$ cat config.mk
export PLATFORM = sky130hd
export DESIGN_NAME = sio_status_reg
export DESIGN_NICKNAME = d
export VERILOG_FILES = /design/src/rtl/sio_stat_pkg.sv /design/src/rtl/sio_txbuf_track.sv /design/src/rtl/sio_rxbuf_gate.sv /design/src/rtl/sio_err_flag.sv /design/src/rtl/sio_status_reg.sv
export SDC_FILE = /design/constraint.sdc
export NUM_CORES = 1
export LEC_CHECK = 0
export CAP_MARGIN = 20
export CORE_AREA = 4 4 41 43
export DETAILED_ROUTE_END_ITERATION = 6
export DIE_AREA = 0 0 45 47
export DONT_BUFFER_PORTS = 1
export PLACE_DENSITY = 0.35
export SETUP_SLACK_MARGIN = 0.2
export SLEW_MARGIN = 20
export SYNTH_ARGS = -nofsm -noshare
export SYNTH_HDL_FRONTEND = slang
export SYNTH_HIERARCHICAL = 1
export SYNTH_SLANG_ARGS = --single-unit
$ cat constraint.sdc
create_clock -name clk -period 1.2 [get_ports clk]
set_clock_uncertainty 0.15 [all_clocks]
set_input_delay 0.12 -clock clk [delete_from_list [all_inputs] [get_ports clk]]
set_output_delay 0.12 -clock clk [all_outputs]
set_load 0.01 [all_outputs]
$ cat src/rtl/sio_stat_pkg.sv
package sio_stat_pkg;
  localparam int FLAG_W    = 4;
  localparam int ERR_N     = 3;
  localparam int BIT_BFULL = 3;
  localparam int BIT_PERR  = 2;
  localparam int BIT_OERR  = 1;
  localparam int BIT_FERR  = 0;
  localparam int ERR_BASE  = BIT_FERR;
endpackage

$ cat src/rtl/sio_txbuf_track.sv
module sio_txbuf_track (
  input  logic clk,
  input  logic rst_n,
  input  logic wr_stb,
  input  logic load_stb,
  input  logic clr_stb,
  output logic full
);
  // A fresh write wins over both the transfer and the read-clear.
  always_ff @(posedge clk or negedge rst_n) begin
    if (!rst_n) full <= 1'b0;
    else        full <= wr_stb | (full & ~load_stb & ~clr_stb);
  end
endmodule

$ cat src/rtl/sio_rxbuf_gate.sv
module sio_rxbuf_gate (
  input  logic clk,
  input  logic rst_n,
  input  logic done_stb,
  input  logic taken_stb,
  output logic load_en,
  output logic overrun_ev
);
  logic occupied_q;

  // A take in the same cycle frees the slot in time for the new word.
  always_comb begin
    load_en    = done_stb & (~occupied_q | taken_stb);
    overrun_ev = done_stb & occupied_q & ~taken_stb;
  end

  always_ff @(posedge clk or negedge rst_n) begin
    if (!rst_n) occupied_q <= 1'b0;
    else        occupied_q <= load_en | (occupied_q & ~taken_stb);
  end
endmodule

$ cat src/rtl/sio_err_flag.sv
module sio_err_flag (
  input  logic clk,
  input  logic rst_n,
  input  logic set_ev,
  input  logic clr_stb,
  output logic flag
);
  always_ff @(posedge clk or negedge rst_n) begin
    if (!rst_n) flag <= 1'b0;
    else        flag <= set_ev | (flag & ~clr_stb);
  end
endmodule

$ cat src/rtl/sio_status_reg.sv
module sio_status_reg
  import sio_stat_pkg::*;
(
  input  logic              clk,
  input  logic              rst_n,
  input  logic              uart_mode,
  input  logic              tx_wr_stb,
  input  logic              tx_load_stb,
  input  logic              rx_done_stb,
  input  logic              rx_parity_bad,
  input  logic              rx_start_bad,
  input  logic              rx_stop_bad,
  input  logic              rx_buf_taken_stb,
  input  logic              stat_rd_stb,
  output logic [FLAG_W-1:0] stat_rdata,
  output logic              rx_buf_load,
  output logic              rx_irq
);
  logic             bfull_q;
  logic             overrun_ev;
  logic [ERR_N-1:0] err_set;
  logic [ERR_N-1:0] err_q;

  sio_txbuf_track u_txbuf (
    .clk      (clk),
    .rst_n    (rst_n),
    .wr_stb   (tx_wr_stb),
    .load_stb (tx_load_stb),
    .clr_stb  (stat_rd_stb),
    .full     (bfull_q)
  );

  sio_rxbuf_gate u_rxgate (
    .clk        (clk),
    .rst_n      (rst_n),
    .done_stb   (rx_done_stb),
    .taken_stb  (rx_buf_taken_stb),
    .load_en    (rx_buf_load),
    .overrun_ev (overrun_ev)
  );

  always_comb begin
    err_set                      = '0;
    err_set[BIT_PERR - ERR_BASE] = rx_done_stb & rx_parity_bad;
    err_set[BIT_OERR - ERR_BASE] = overrun_ev;
    err_set[BIT_FERR - ERR_BASE] = rx_done_stb & uart_mode & (rx_start_bad | rx_stop_bad);
  end

  for (genvar g = 0; g < ERR_N; g++) begin : g_err
    sio_err_flag u_flag (
      .clk     (clk),
      .rst_n   (rst_n),
      .set_ev  (err_set[g]),
      .clr_stb (stat_rd_stb),
      .flag    (err_q[g])
    );
  end

  always_ff @(posedge clk or negedge rst_n) begin
    if (!rst_n) rx_irq <= 1'b0;
    else        rx_irq <= rx_done_stb;
  end

  always_comb begin
    stat_rdata            = '0;
    stat_rdata[BIT_BFULL] = bfull_q;
    stat_rdata[BIT_PERR]  = err_q[BIT_PERR - ERR_BASE];
    stat_rdata[BIT_OERR]  = err_q[BIT_OERR - ERR_BASE];
    stat_rdata[BIT_FERR]  = err_q[BIT_FERR - ERR_BASE] & uart_mode;
  end
endmodule

==> results of run 1 <==
==> path summary, 6_finish.rpt <==
path,endpoint,slack (ps),from,depth (start not counted)
max,rx_buf_load,80,u_rxgate/occupied_q,2
min,g_err[0].u_flag/flag,-50,rx_start_bad,2
max reg2reg,g_err[1].u_flag/flag,120,u_rxgate/occupied_q,5
min reg2reg,g_err[0].u_flag/flag,320,g_err[0].u_flag/flag,1
max in group asynchronous,rx_irq,630,rst_n,1
min in group asynchronous,g_err[0].u_flag/flag,50,rst_n,1
==> cell type report <==
cell class,instances,area (µm²),share of cell area
multi-input combinational,12,88.8,0.234
clock buffer,3,22.5,0.0594
tap,15,18.8,0.0495
inverter,4,15.0,0.0396
sequential,6,150,0.396
timing repair buffer,8,83.8,0.221
==> cells in the final DEF, fill, tap and decap left out <==
| cell | netlist | final |
|---|---|---|
| dfrtp_1 | 6 | 6 |
| nand2b_4 | 1 | 1 |
| buf_6 | 0 | 1 |
| and2_4 | 1 | 2 |
| and2_1 | 2 | 1 |
| o211a_1 | 1 | 1 |
| clkbuf_4 | 0 | 3 |
| inv_1 | 4 | 4 |
| nor2_1 | 2 | 2 |
| nand2_1 | 1 | 1 |
| a21o_1 | 4 | 4 |
| dlygate4sd3_1 | 0 | 4 |
| dlymetal6s4s_1 | 0 | 2 |
| buf_4 | 3 | 1 |
==> power breakdown <==
group / switching [mW] / internal, mW / leakage, nW
clock network: 0.0687 / 0.113 / 0.0138
logic: 0.0241 / 0.0408 / 0.144
registers: 0.0149 / 0.219 / 0.0712
==> stage by stage <==
step                cells  setup WS, ps  total power [mW]  hold WS, ps
CTS                    47          66.5             0.488        -50.7
finish                 48          77.5             0.480        -46.4
detailed placement     37           294             0.270         -325
global route           48          49.7             0.516        -49.7
floorplan              25           319             0.274         -326
global placement       37           306             0.268         -325
==> layer usage <==
metal	up-vias	GRT usage	wire length (µm)
met4	0	0.0702	0
met3	0	0.0575	93
met1	91	0.0671	268
li1	91	-	-
met5	-	0	0
met2	12	0.0932	260
==> registers in the layout, indices dropped and copies added (netlist names) <==
name / count
g_err.u_flag/flag: 3
rx_irq: 1
u_txbuf/full: 1
u_rxgate/occupied_q: 1
==> worst max-delay path, cell delays in order (launching register included) <==
cell      delay (ps)
dfrtp_1          390
nand2b_4          80
and2_4           150
==> kinds of logic (layout without fill, tap and decap cells) <==
| family | Yosys count | in the layout |
|---|---|---|
| AND/OR/NAND/NOR | 7 | 7 |
| buffers and inverters | 7 | 15 |
| flip-flops | 6 | 6 |
| AO/OA/AOI/OAI | 5 | 5 |
==> timing repair <==
item	4_1_cts	5_1_grt
setup endpoints to repair	2	6
resized for setup	1	3
setup buffers	1	1
endpoints found under the hold margin	12	1
pin swaps	1	0
==> impl_metrics.csv, run 1 <==
group,metric,value,unit
cts,hold_buffers,6,
worst_setup_path,crit_type,"flip-flop to primary output",
layout,syn2layout_area_growth,38.4,%
timing,grt_setup_unrepaired,"true",
timing,fin_crit,1120,ps
cts,cts_num_sinks,6,
pwr,p_leak,0.229,nW
drt,wl,623,µm
pwr,ir_drop,376,µV
drt,avgRoutedWirePerCell,13.0,µm
timing,slew_viol_final,0,
layout,finalInstanceArea,379,µm²
floorplan,core-area,1300,µm²
synthesis,synth.area.mux_share,0,
layout,fill_cells,151,
placement,gp_congestion,0.577,
cts,cts_tree,"done",
timing,hold_viol,1,
timing,worst_pin_slew,295,ps
timing,setup_viol,0,
synthesis,syn_avg_cell_area,11.0,µm²
synthesis,syn_nets,36,
layout,drive_gt1_frac,0.242,
layout,final_core_util,0.291,
synthesis,ys_seq_area_frac,0.548,
placement,placed_area,270,µm²
cts,clk_pin_slew_worst_paths,40,ps
status,violations,"hold timing",
pwr,power.density,1270,nW/µm²
synthesis,syn-instance-count,25,
drt,vias_per_cell,4.04,
synthesis,synth_area,274,µm²
status,status,"finished with violations",
worst_setup_path,start_kind,"flip-flop",
drt,firstDrtPassIters,2,
synthesis,synth_edf_count,0,
synthesis,synth_top_family_by_area,"simple AND/OR/NAND/NOR gates",
synthesis,synth_xor_area_frac,0,
cts,htreeDepth,1,
synthesis,ys_ff_latch,6,
drt,ant_nets,0,
timing,relSlewSlack,0.803,
global_route,first_global_vias,220,
layout,fin_nets,46,
timing,clock.fmax,891,MHz
placement,port_buffers,0,
worst_setup_path,end_kind,"primary output",
synthesis,synthSimpleGateAreaFrac,0.169,
timing,post-route-period-util,0.935,
drt,route.detailed.drc,0,
cts,cts_buffers,3,
synthesis,synthAdderAreaFrac,0,
worst_setup_path,worstPathMaxFanout,2,
synthesis,synth_async_sr_flop_share,1.00,
layout,diodes,0,
synthesis,yosysWarnings,6,
cts,root_buffer,"clkbuf_4",
global_route,grt_max_degree,7,
synthesis,synth-compound-area-share,0.146,
synthesis,synth_ff_type,"dfrtp_1",
global_route,overflow,0,
synthesis,yosys.area.top_type,"dfrtp_1",
global_route,grt_pass1_wl,931,µm
job,cap_violations,0,
global_route,antenna_found_initial,0,
drt,vias,194,
timing,worst_hold_slack,-46.4,ps
floorplan,ioPinCount,17,
synthesis,synth.distinct_cells,10,
worst_hold_path,hold_class,"primary input to flip-flop",
worst_setup_path,required,930,ps
timing,setup_tns,0,ps
synthesis,synth_top_area_frac,0.548,
cts,clock_latency,240,ps
cts,clockBufferDepth,2,
drt,drtIter0Drc,1,
floorplan,die_w,45,µm
worst_setup_path,arrival,850,ps
floorplan,die_area,2120,µm²
global_route,grt.total_usage,0.0707,
floorplan,start_util,0.211,
synthesis,synth.most_common_cell,"dfrtp_1",
synthesis,synth_common_cells,"6 x dfrtp_1, 4 x a21o_1, 4 x inv_1",
floorplan,die_y,47,µm
synthesis,yosys-top-cells-area,"dfrtp_1 55%, a21o_1 11%, buf_4 8.2%",
floorplan,rows,13,
Note: power is estimated with default switching activity, not from simulation.
==> run 2: changes to the inputs <==
--- a/config.mk
+++ b/config.mk
@@ -11,6 +11,7 @@
 export DIE_AREA = 0 0 45 47
 export DONT_BUFFER_PORTS = 1
 export PLACE_DENSITY = 0.35
+export REMOVE_ABC_BUFFERS = 1
 export SETUP_SLACK_MARGIN = 0.2
 export SLEW_MARGIN = 20
 export SYNTH_ARGS = -nofsm -noshare
==> run 2 against run 1 <==
  * The flow still finishes with violations (hold timing)
  * Global-route usage hardly changed
  * Hold slack better by 4.3 ps
  * Routed wire length is 7.5% lower
  * Count of clock-buffer cells in the layout stayed put
  * Power is 1.7% lower
  * Utilization stayed put
  * Maximum frequency is 0.81% higher
  * Register-to-register slack hardly changed
  * Die area stayed put
==> impl_metrics.csv, run 2 (synthesis gave the netlist of run 1 again) <==
group,metric,value,unit
layout,largest_register,"g_err.u_flag/flag",
global_route,grt.total_usage,0.0708,
timing,grt_setup_unrepaired,"true",
timing,setup_tns,0,ps
cts,clk_pin_slew_worst_paths,40,ps
worst_hold_path,hold_class,"primary input to flip-flop",
cts,htreeDepth,1,
timing,setup_viol,0,
drt,avgRoutedWirePerCell,12.0,µm
worst_setup_path,crit_type,"flip-flop to primary output",
pwr,p_leak,0.229,nW
worst_hold_path,whs_path_depth,2,
placement,gp_congestion,0.560,
pwr,ir_drop,730,µV
layout,largest_reg_flops,3,
floorplan,ioPinCount,17,
drt,firstDrtPassIters,2,
global_route,first_global_vias,224,
status,violations,"hold timing",
layout,diodes,0,
placement,port_buffers,0,
cts,hold_buffers,6,
worst_setup_path,start_kind,"flip-flop",
worst_setup_path,reg2reg_depth,5,
timing,worst_pin_slew,277,ps
worst_setup_path,worstPathMaxFanout,2,
timing,fin_crit,1110,ps
layout,fill_cells,152,
global_route,grt_pass1_wl,952,µm
drt,drtIter0Drc,2,
timing,relSlewSlack,0.815,
drt,vias,196,
cts,clockBufferDepth,2,
worst_setup_path,required,930,ps
cts,cts_buffers,3,
layout,syn2layout_area_growth,38.4,%
cts,cts_num_sinks,6,
drt,ant_nets,0,
status,status,"finished with violations",
timing,worst_hold_slack,-42.1,ps
global_route,antenna_found_initial,0,
floorplan,die_area,2120,µm²
global_route,grt_max_degree,7,
cts,root_buffer,"clkbuf_4",
drt,route.detailed.drc,0,
job,cap_violations,0,
pwr,power.density,1240,nW/µm²
timing,hold_viol,1,
layout,final_cell_mix,"6 x dfrtp_1, 4 x inv_1, 4 x a21o_1, 4 x dlygate4sd3_1, 3 x clkbuf_4",
floorplan,die_y,47,µm
timing,slew_viol_final,0,
layout,drive_gt1_frac,0.242,
timing,post-route-period-util,0.928,
floorplan,rows,13,
layout,final_common_cell,"dfrtp_1",
floorplan,core-area,1300,µm²
drt,wl,576,µm
floorplan,start_util,0.211,
drt,vias_per_cell,4.08,
cts,cts_tree,"done",
worst_setup_path,arrival,840,ps
floorplan,die_w,45,µm
cts,clock_latency,230,ps
global_route,overflow,0,
worst_setup_path,end_kind,"primary output",
layout,fin_nets,46,
timing,clock.fmax,898,MHz
-- run 2: cell counts in the layout (fill, tap and decap cells not counted) --
No cell type changed its count.
-- run 2: timing repair --
action                                  CTS  global route
buffers inserted                          1             1
endpoints found under the setup margin    2             5
resized for setup                         1             3
hold endpoints to repair                 12             1
cloned                                    0             0
pin swaps                                 1             0
-- run 2: layer usage --
layer	GRT usage	up-vias	routed length, µm
met3	0.0651	0	82
met4	0.0351	0	0
met2	0.107	11	292
met1	0.0650	91	201
li1	-	94	-
met5	0	-	0
-- run 2: cell type report --
| type | instances | area [µm²] | share of cell area |
|---|---|---|---|
| timing repair buffer | 8 | 83.8 | 0.221 |
| sequential | 6 | 150 | 0.396 |
| multi-input combinational | 12 | 88.8 | 0.234 |
| inverter | 4 | 15.0 | 0.0396 |
| clock buffer | 3 | 22.5 | 0.0594 |
| tap | 15 | 18.8 | 0.0495 |
-- run 2: worst paths after layout --
check | startpoint | endpoint | slack (ps)
max in group asynchronous | rst_n | u_rxgate/occupied_q | 640
hold / removal | rx_start_bad | g_err[0].u_flag/flag | -40
setup reg to reg | u_rxgate/occupied_q | g_err[1].u_flag/flag | 130
setup / recovery | u_rxgate/occupied_q | rx_buf_load | 90
min in group asynchronous | rst_n | g_err[2].u_flag/flag | 40
hold reg to reg | g_err[0].u_flag/flag | g_err[0].u_flag/flag | 330
-- run 2: metrics by stage --
stage | area [µm²] | cells | power (mW) | util | worst slack, ps
CTS | 363 | 47 | 0.481 | 0.279 | 70.3
global route | 379 | 48 | 0.508 | 0.291 | 55.6
floorplan | 251 | 22 | 0.263 | - | 319
finish | 379 | 48 | 0.472 | 0.291 | 86.6
global placement | 270 | 37 | 0.268 | 0.208 | 310
detailed placement | 270 | 37 | 0.269 | 0.208 | 285
-- run 2: worst max-delay path, stage by stage (launching register included) --
cell and delay, ps:
dfrtp_1 390, nand2b_4 70, and2_4 140
-- run 2: report_power, final --
group	switching (mW)	internal, mW
clock network	0.0620	0.112
registers	0.0151	0.219
logic	0.0227	0.0408
total	0.0998	0.372
